### config.mk
export PLATFORM = sky130hd
export DESIGN_NAME = evclus_packer
export DESIGN_NICKNAME = d
export VERILOG_FILES = /design/src/rtl/evclus_pkg.sv /design/src/rtl/evclus_tick.sv /design/src/rtl/evclus_weave.sv /design/src/rtl/evclus_asm.sv /design/src/rtl/evclus_emit.sv /design/src/rtl/evclus_packer.sv
export SDC_FILE = /design/constraint.sdc
export NUM_CORES = 1
export LEC_CHECK = 0
export BUFFER_PORTS_ARGS = -buffer_cell sky130_fd_sc_hd__buf_4
export CAP_MARGIN = 10
export CORE_MARGIN = 1.5
export CORE_UTILIZATION = 30
export CTS_CLUSTER_DIAMETER = 200
export CTS_CLUSTER_SIZE = 12
export DETAILED_ROUTE_END_ITERATION = 7
export GPL_TIMING_DRIVEN = 0
export HOLD_SLACK_MARGIN = 0.05
export PLACE_DENSITY = 0.48
export SLEW_MARGIN = 20
export SYNTH_ARGS = -nofsm -noshare
export SYNTH_HDL_FRONTEND = slang
export SYNTH_SLANG_ARGS = --single-unit
export TNS_END_PERCENT = 20
### constraint.sdc
create_clock -name clk -period 4.5 [get_ports clk]
set_input_delay 0.225 -clock clk [delete_from_list [all_inputs] [get_ports clk]]
set_output_delay 0.225 -clock clk [all_outputs]
set_load 0.05 [all_outputs]
### src/rtl/evclus_pkg.sv
// Shared constants for the event cluster packer: cluster geometry and
// the rate-mode encoding. Assumes 16-bit event and timestamp words.
package evclus_pkg;
    localparam int CL_EVENTS = 7;
    localparam int CL_WORDS  = CL_EVENTS + 1;

    typedef logic [1:0] rate_mode_t;
    localparam rate_mode_t RM_ONE = 2'b00;
    localparam rate_mode_t RM_TWO = 2'b01;
endpackage

### src/rtl/evclus_tick.sv
// Event period generator. Marks the last clock of each event period and
// keeps the sample slot seen on the clock before it. Period is
// 2*(frac+1) clocks in the one-sample mode, 2 clocks otherwise.
// Assumes mode and frac are static while enable is high.
module evclus_tick
    import evclus_pkg::*;
#(
    parameter int FRAC_W = 8,
    parameter int HOLD_W = 8
) (
    input  logic              clk,
    input  logic              rst_n,
    input  logic              enable,
    input  logic [1:0]        mode,
    input  logic [FRAC_W-1:0] frac,
    input  logic [HOLD_W-1:0] slot_in,
    output logic              tick,
    output logic [HOLD_W-1:0] held
);
    localparam int CNT_W = FRAC_W + 1;

    logic [CNT_W-1:0] cnt;
    logic [CNT_W-1:0] last_cnt;

    // terminal count of the period for the selected mode
    always_comb begin
        if (mode == RM_ONE) last_cnt = {frac, 1'b1};
        else                last_cnt = CNT_W'(1);
    end

    assign tick = enable && (cnt == last_cnt);

    // period counter, cleared whenever capture is stopped
    always_ff @(posedge clk) begin
        if (!rst_n)                         cnt <= '0;
        else if (!enable || cnt >= last_cnt) cnt <= '0;
        else                                cnt <= cnt + 1'b1;
    end

    // keep the slot from the second-to-last clock of the period
    always_ff @(posedge clk) begin
        if (!rst_n)                                        held <= '0;
        else if (enable && cnt == (last_cnt - CNT_W'(1)))  held <= slot_in;
    end
endmodule

### src/rtl/evclus_weave.sv
// Event word builder. Interleaves time-consecutive narrow samples so that
// channel l of sample k sits at bit l*S+k, S being samples per event.
// Assumes EV_W is divisible by four. Purely combinational.
module evclus_weave
    import evclus_pkg::*;
#(
    parameter int EV_W = 16
) (
    input  logic [1:0]        mode,
    input  logic [EV_W/2-1:0] held,
    input  logic [EV_W-1:0]   cur,
    output logic [EV_W-1:0]   ev
);
    localparam int HALF_W = EV_W / 2;
    localparam int QTR_W  = EV_W / 4;

    logic [EV_W-1:0] ev_x2;
    logic [EV_W-1:0] ev_x4;

    genvar l2;
    generate
        for (l2 = 0; l2 < HALF_W; l2++) begin : g_x2
            assign ev_x2[2*l2]   = held[l2];
            assign ev_x2[2*l2+1] = cur[l2];
        end
    endgenerate

    genvar l4;
    generate
        for (l4 = 0; l4 < QTR_W; l4++) begin : g_x4
            assign ev_x4[4*l4]   = held[l4];
            assign ev_x4[4*l4+1] = held[QTR_W+l4];
            assign ev_x4[4*l4+2] = cur[l4];
            assign ev_x4[4*l4+3] = cur[QTR_W+l4];
        end
    endgenerate

    // pick the layout for the active mode
    always_comb begin
        case (mode)
            RM_ONE:  ev = cur;
            RM_TWO:  ev = ev_x2;
            default: ev = ev_x4;
        endcase
    end
endmodule

### src/rtl/evclus_asm.sv
// Cluster assembler. Keeps the event timestamp, decides when a cluster
// opens (first event, changed event, or timestamp distance limit), fills
// seven events and presents the finished cluster for one clock on done.
// Assumes tick is a single-clock strobe at most every second clock.
module evclus_asm
    import evclus_pkg::*;
#(
    parameter int EV_W      = 16,
    parameter int POS_W     = 24,
    parameter int FORCE_GAP = 65520
) (
    input  logic              clk,
    input  logic              rst_n,
    input  logic              tick,
    input  logic [EV_W-1:0]   ev,
    output logic              done,
    output logic [EV_W-1:0]   cl_words [CL_WORDS],
    output logic [POS_W-1:0]  stop_pos
);
    localparam int IDX_W = $clog2(CL_EVENTS);
    localparam logic [EV_W-1:0]  GAP_LIM  = EV_W'(FORCE_GAP);
    localparam logic [IDX_W-1:0] IDX_LAST = IDX_W'(CL_EVENTS - 1);

    logic [EV_W-1:0]  ts_cnt;
    logic [EV_W-1:0]  cl_ts;
    logic [EV_W-1:0]  ref_ts;
    logic [EV_W-1:0]  last_ev;
    logic             have_last;
    logic             filling;
    logic [IDX_W-1:0] fill_idx;
    logic [EV_W-1:0]  ev_buf [CL_EVENTS-1];
    logic [EV_W-1:0]  gap;
    logic             start;
    logic             store;

    // open/store decisions for the event on this clock
    always_comb begin
        gap   = ts_cnt - ref_ts;
        start = !filling && (!have_last || (ev != last_ev) || (gap >= GAP_LIM));
        store = filling || start;
        done  = tick && filling && (fill_idx == IDX_LAST);
    end

    // timestamp, position and fill state
    always_ff @(posedge clk) begin
        if (!rst_n) begin
            ts_cnt    <= '0;
            cl_ts     <= '0;
            ref_ts    <= '0;
            last_ev   <= '0;
            have_last <= 1'b0;
            filling   <= 1'b0;
            fill_idx  <= '0;
            stop_pos  <= '0;
        end else if (tick) begin
            ts_cnt <= ts_cnt + 1'b1;
            if (store) begin
                last_ev   <= ev;
                have_last <= 1'b1;
                stop_pos  <= stop_pos + 1'b1;
            end
            if (start) begin
                filling  <= 1'b1;
                fill_idx <= IDX_W'(1);
                cl_ts    <= ts_cnt;
                ref_ts   <= ts_cnt;
            end else if (filling) begin
                if (fill_idx == IDX_LAST) begin
                    filling  <= 1'b0;
                    fill_idx <= '0;
                end else begin
                    fill_idx <= fill_idx + 1'b1;
                end
            end
        end
    end

    // event storage for all but the closing event of a cluster
    always_ff @(posedge clk) begin
        if (!rst_n) begin
            for (int i = 0; i < CL_EVENTS - 1; i++) ev_buf[i] <= '0;
        end else if (tick && start) begin
            ev_buf[0] <= ev;
        end else if (tick && filling && !done) begin
            ev_buf[fill_idx] <= ev;
        end
    end

    // finished cluster image: timestamp, stored events, closing event
    always_comb begin
        cl_words[0] = cl_ts;
        for (int i = 0; i < CL_EVENTS - 1; i++) cl_words[i+1] = ev_buf[i];
        cl_words[CL_WORDS-1] = ev;
    end
endmodule

### src/rtl/evclus_emit.sv
// Word emitter. Latches a finished cluster and writes it out over eight
// consecutive clocks with a running word address. Assumes a new load
// never arrives while a burst is still in flight.
module evclus_emit
    import evclus_pkg::*;
#(
    parameter int EV_W   = 16,
    parameter int ADDR_W = 24
) (
    input  logic              clk,
    input  logic              rst_n,
    input  logic              load,
    input  logic [EV_W-1:0]   words [CL_WORDS],
    output logic              wr_valid,
    output logic [EV_W-1:0]   wr_data,
    output logic [ADDR_W-1:0] wr_addr
);
    localparam int SEL_W = $clog2(CL_WORDS);
    localparam logic [SEL_W-1:0] SEL_LAST = SEL_W'(CL_WORDS - 1);

    logic [EV_W-1:0]   hold [CL_WORDS];
    logic [SEL_W-1:0]  sel;
    logic              busy;
    logic [ADDR_W-1:0] addr;

    // capture the cluster image
    always_ff @(posedge clk) begin
        if (!rst_n) begin
            for (int i = 0; i < CL_WORDS; i++) hold[i] <= '0;
        end else if (load) begin
            hold <= words;
        end
    end

    // burst sequencing and address advance
    always_ff @(posedge clk) begin
        if (!rst_n) begin
            busy <= 1'b0;
            sel  <= '0;
            addr <= '0;
        end else if (load) begin
            busy <= 1'b1;
            sel  <= '0;
        end else if (busy) begin
            addr <= addr + 1'b1;
            if (sel == SEL_LAST) busy <= 1'b0;
            else                 sel  <= sel + 1'b1;
        end
    end

    assign wr_valid = busy;
    assign wr_data  = hold[sel];
    assign wr_addr  = addr;
endmodule

### src/rtl/evclus_packer.sv
// Top of the event cluster packer: period generator, event builder,
// cluster assembler and word emitter in a chain. Assumes mode and frac
// are held while enable is high.
module evclus_packer
    import evclus_pkg::*;
#(
    parameter int EV_W      = 16,
    parameter int FRAC_W    = 8,
    parameter int POS_W     = 24,
    parameter int ADDR_W    = 24,
    parameter int FORCE_GAP = 65520
) (
    input  logic              clk,
    input  logic              rst_n,
    input  logic              enable,
    input  logic [1:0]        mode,
    input  logic [FRAC_W-1:0] frac,
    input  logic [EV_W-1:0]   sample_in,
    output logic              wr_valid,
    output logic [EV_W-1:0]   wr_data,
    output logic [ADDR_W-1:0] wr_addr,
    output logic [POS_W-1:0]  stop_pos
);
    localparam int HALF_W = EV_W / 2;

    logic              tick;
    logic [HALF_W-1:0] held;
    logic [EV_W-1:0]   ev;
    logic              done;
    logic [EV_W-1:0]   cl_words [CL_WORDS];

    evclus_tick #(.FRAC_W(FRAC_W), .HOLD_W(HALF_W)) u_tick (
        .clk     (clk),
        .rst_n   (rst_n),
        .enable  (enable),
        .mode    (mode),
        .frac    (frac),
        .slot_in (sample_in[HALF_W-1:0]),
        .tick    (tick),
        .held    (held)
    );

    evclus_weave #(.EV_W(EV_W)) u_weave (
        .mode (mode),
        .held (held),
        .cur  (sample_in),
        .ev   (ev)
    );

    evclus_asm #(.EV_W(EV_W), .POS_W(POS_W), .FORCE_GAP(FORCE_GAP)) u_asm (
        .clk      (clk),
        .rst_n    (rst_n),
        .tick     (tick),
        .ev       (ev),
        .done     (done),
        .cl_words (cl_words),
        .stop_pos (stop_pos)
    );

    evclus_emit #(.EV_W(EV_W), .ADDR_W(ADDR_W)) u_emit (
        .clk      (clk),
        .rst_n    (rst_n),
        .load     (done),
        .words    (cl_words),
        .wr_valid (wr_valid),
        .wr_data  (wr_data),
        .wr_addr  (wr_addr)
    );
endmodule

== Yosys cells after proc, flatten, opt, wreduce, memory -nomap -nowiden ==
Memory sizes are Yosys's and may differ from the RTL's. A register that Yosys moved wholly into a read port is not among the register bits.
Index checks and enable logic that the tools add are counted.

* Flip-flop bits (word level): 154
* RAM bits: 96
* Input port bits: 29
* Memories kept: 1

{| class="wikitable"
|+ Memories
! name !! depth !! width !! read ports !! clocked after Yosys merged registers in !! wr ports !! line !! text
|-
| u_asm.ev_buf || 6 || 16 || 6 || 6 || 6 || evclus_asm.sv:31 || <nowiki>logic [EV_W-1:0] ev_buf [CL_EVENTS-1];</nowiki>
|}

* Add/sub/neg operators: 8
* $lt $le $gt $ge: 3
* Equal/unequal tests: 6
* Multiplexer cells: 26
* Bitwise operators: 5
* Reductions and logical operators: 31

{| class="wikitable"
|+ Operators with widths
! cell !! number
|-
| $mux 16 || 4
|-
| $add 24x1->24 const B || 2
|-
| $bmux 16 s3 || 1
|-
| $pmux 16 s2 || 1
|-
| $eq 9x9->1 || 2
|-
| $add 16x1->16 const B || 1
|-
| $ge 16x16->1 const B || 1
|-
| $ne 16x16->1 || 1
|-
| $reduce_or 16->1 || 1
|-
| $sub 16x16->16 || 1
|-
| $mux 1 || 15
|-
| $mux 3 || 4
|-
| $logic_not 1->1 || 10
|-
| $reduce_and 2->1 || 5
|-
| $add 9x1->9 const B || 1
|-
| $ge 9x9->1 || 1
|-
| $mux 9 || 1
|-
| $sub 9x1->9 const B || 1
|-
| $logic_and 1x1->1 || 7
|-
| $add 3x1->3 const B || 2
|-
| $eq 3x3->1 const B || 2
|-
| $ge 4x4->1 const B || 1
|-
| $logic_or 1x1->1 || 4
|-
| $not 3->4 || 1
|-
| other kinds (6) || 9
|}

== Depth between registers and ports, before layout ==
* Word-level depth: 14
* Depth in mapped cells: 15
* Depth with buffers taken out: 12

== Modules after synthesis ==
From an unflattened synthesis, not the netlist that was laid out.

* Cells, all modules: 1630
* Area total of the unflattened synthesis: 16567.1 um^2

{| class="wikitable"
|+ By module, submodules not included
! module !! instances !! cells each !! area each (um^2)
|-
| evclus_asm || 1 || 848 || 8569.5
|-
| evclus_emit || 1 || 626 || 6735.2
|-
| evclus_tick || 1 || 106 || 923.4
|-
| evclus_weave || 1 || 50 || 339.1
|}

== Least setup slack after synthesis ==
No wires, ideal clock.

* Path type: input to register
* Start point: input mode[0]
* End point: memory u_asm.ev_buf[5][0], enable pin
* Setup time: 0.411 ns
* Arrival time: 3.455 ns
* Data required time: 4.089 ns
* Path slack: 0.633 ns
* Stages on the path: 11
* Path buffers: 3
* Cells stage by stage: buf_4 buf_4 nor2_1 nand2_1 ha_1 nand4_1 or4_1 clkbuf_1 nor2_1 nand2_1 o21ai_0

{| class="wikitable"
|+ RTL lines
! item !! line !! text
|-
| start: declaration || evclus_packer.sv:16 || <nowiki>input logic [1:0] mode,</nowiki>
|-
| end: declaration || evclus_asm.sv:31 ||
|}

==> results.sh <==
export IMPL_status="complete, no violations"
export IMPL_fin_crit_sh_pct=91.9
export IMPL_drt_iter0_markers=737
export IMPL_insertion_delay_ns=0.54
export IMPL_die_w_um=231
export IMPL_fin_area_um2=18300
export IMPL_yosysWarningCount=0
export IMPL_vias=12700
export IMPL_antenna_found_initial=0
export IMPL_totalWireLength_um=48900
export IMPL_synth_cell_type_count=63
export IMPL_p_int_mw=4.78
export IMPL_final_setup_tns_ns=0
export IMPL_cp_end_kind="flip-flop"
export IMPL_mostFrequentLayoutCells="nand2_1, dfxtp_1, a21oi_1"
export IMPL_maxSlewViolCount=0
export IMPL_core_area_um2=51400
export IMPL_hold_start="sample_in[12]"
export IMPL_clockRootBuffer="clkbuf_16"
export IMPL_max_freq_ghz=0.242
export IMPL_portBuffers=92
export IMPL_row_count=83
export IMPL_synth_cells=1698
export IMPL_clockBufferDepth=3
export IMPL_layout_nets=1894
export IMPL_cp_start_kind="primary input"
export IMPL_grt_pass1_wl_um=75800
export IMPL_rrSetupSlack_ns=0.38
export IMPL_cts_tree="built"
export IMPL_hold_end="u_asm.last_ev[12]$_SDFFE_PN0P_"
export IMPL_path_max_fanout=16
export IMPL_ir_drop_mv=0.206
export IMPL_dp_hpwl_um=36000
export IMPL_nFillCells=5334
export IMPL_hold_path_class="primary input to flip-flop"
export IMPL_async_flop_share_pct=0
export IMPL_max_cap_violations=0
export IMPL_firstDrtPassIters=5
export IMPL_arrival_ns=4.31
export IMPL_tightest_slew_ns=0.991
export IMPL_place_gp_congestion=0.835
export IMPL_path_class="primary input to flip-flop"
export IMPL_setup_viol=0
export IMPL_drive_gt1_share_pct=11.6
export IMPL_power_mw=6.24
export IMPL_p_sw_mw=1.45
export IMPL_whs_ns=0.274
export IMPL_ios=94
export IMPL_grt_setup_unrepaired="false"
export IMPL_synthFlopType="dfxtp_1"
export IMPL_routedWlPerCell_um=19.3
export IMPL_skew_ns=0.0375
export IMPL_layout_commonest_cell="nand2_1"
export IMPL_antenna_left=0
export IMPL_final_util_pct=35.6
export IMPL_r2r_end="u_asm.ev_buf[0][15]$_SDFFCE_PN0P_"
export IMPL_pwr_share_seq_pct=52.1
export IMPL_syn_to_final_growth_pct=17.1
export IMPL_diodes=0
export IMPL_initial_core_util_pct=30.4
export IMPL_clkPwrFrac_pct=43.7
export IMPL_path_clk_slew_ns=0.06
export IMPL_grt_ovfl_total=0
export IMPL_synth_area_um2=15600
export IMPL_avgSynthCellArea_um2=9.21
export IMPL_dpl_instance_area_um2=17200
export IMPL_seq_area_frac_synth_pct=50.5
export IMPL_finalHoldViolCount=0
export IMPL_ctsHtreeMaxLevel=2
export IMPL_layout_area_seq_um2=7890
export IMPL_synth_edff_count=96
export IMPL_routed_via_density=5.01
export IMPL_numCtsBuffers=34
export IMPL_worstPathRequired_ns=4.68
export IMPL_die_h_um=231
export IMPL_multi_input_area_um2=7200
export IMPL_p_per_area_nw_per_um2=341
export IMPL_finalCriticalPeriod_ns=4.14
export IMPL_swShare_pct=23.3
export IMPL_dieArea_um2=53500
export IMPL_relSlewSlack_pct=33.2
export IMPL_grt_max_degree=17
export IMPL_combPwrFrac_pct=4.2
export IMPL_ys_ff_latch=346
export IMPL_leakagePower_nw=6.56
export IMPL_syn_num_nets=1755
export IMPL_grt_pass1_vias=12700
export IMPL_drcViolationCount=0
export IMPL_reg2reg_depth=13
export IMPL_r2r_start="u_asm.ref_ts[9]$_SDFFE_PN0P_"
export IMPL_clock_sinks=346
export IMPL_track_usage_pct=18.4
export IMPL_hold_path_depth=5
[worst max-delay path: stages]
cell,delay (ns)
buf_4,0.13
clkbuf_1,0.22
nor2_1,0.47
nand2_1,0.13
ha_1,0.31
nand4_1,0.22
nor4_2,0.64
clkbuf_1,0.43
nand4_1,0.55
clkbuf_1,0.48
nand2_2,0.49
[metal layers]
layer  share of wire (%)  wire (um)  global-route usage [%]  vias up
met5                   0          0                       0        -
met4                 3.5       1710                    6.82        0
met3                 4.4       2140                    2.58       83
met2                  47      22900                    30.7      292
met1                  45      22100                    24.1     6185
li1                    -          -                       -     6162
[logic make-up after synthesis]
family | share of synthesized area [%]
simple gates | 20.5
flops | 50.5
compound gates | 11.2
buf+inv | 3.67
mux | 8.78
xor+xnor | 3.14
fa+ha+maj | 2.24
[power by group through the flow]
stage                     combinational, mW  sequential, mW  clock [mW]
after detailed placement              0.258            3.32           0
final                                 0.261            3.25        2.72
after global routing                  0.284            3.25        2.90
after CTS                             0.264            3.25        2.78
after floorplan                       0.139            3.31           0
after global placement                0.250            3.32           0
[stage by stage]
step | instances | setup slack (ns)
finish | 2539 | 0.365
floorplan | 1698 | 0.633
CTS | 2539 | 0.0157
global placement | 2470 | -1.08
global route | 2539 | 0.0418
detailed placement | 2473 | -0.540
[state kept, by name, indices dropped and copies added (netlist names), 3 cells and up]
| name | cells |
|---|---|
| u_asm.last_ev | 16 |
| u_emit.sel | 3 |
| u_asm.fill_idx | 3 |
| u_tick.held | 8 |
| u_emit.hold | 128 |
| u_tick.cnt | 9 |
| u_emit.wr_addr | 24 |
| u_asm.stop_pos | 24 |
| u_asm.ref_ts | 16 |
| u_asm.ts_cnt | 16 |
| u_asm.ev_buf | 96 |
[worst max path at each step]
stage                                        end                          from  slack [ns]  cells past startpoint
2_1_floorplan       u_asm.ev_buf[5][0]$_DFFE_PP_                       mode[0]        0.63                     11
3_3_place_gp       u_asm.ev_buf[5][10]$_DFFE_PP_                       mode[1]       -1.08                     11
3_5_place_dp   u_asm.ev_buf[3][15]$_SDFFCE_PN0P_                       mode[1]       -0.54                     11
4_1_cts        u_asm.ev_buf[0][15]$_SDFFCE_PN0P_  u_asm.ref_ts[9]$_SDFFE_PN0P_        0.02                     13
5_1_grt        u_asm.ev_buf[3][10]$_SDFFCE_PN0P_                       mode[1]        0.04                     11
6_report       u_asm.ev_buf[3][10]$_SDFFCE_PN0P_                       mode[1]        0.36                     11
[synth_stat cells (22+ instances only)]
library cell	n	area [um2]
nor2_1	167	627
nand3_1	40	200
a21oi_1	185	926
ha_1	28	350
mux2i_1	46	460
nand2_1	374	1400
inv_1	30	113
xor2_1	41	359
o21ai_0	59	295
dfxtp_1	250	5000
and2_1	22	138
clkbuf_1	88	330
mux4_2	32	721
edfxtp_1	96	2880
[area by class of cell]
| class | count | area share (%) |
|---|---|---|
| sequential | 346 | 43.1 |
| multi-input combinational | 1213 | 39.3 |
| clock buffer | 56 | 5.27 |
| tap | 680 | 4.65 |
| timing repair buffer | 103 | 4.35 |
| buffer | 108 | 2.50 |
| inverter | 31 | 0.636 |
| clock inverter | 2 | 0.157 |
[repair_timing]
item | CTS | global route
setup endpoints to repair | 0 | 58
gates resized for setup | 0 | 4
hold endpoints to repair | 8 | 0
hold buffers | 8 | 0
setup buffers | 0 | 0
Note: power is estimated with default switching activity, not from simulation.
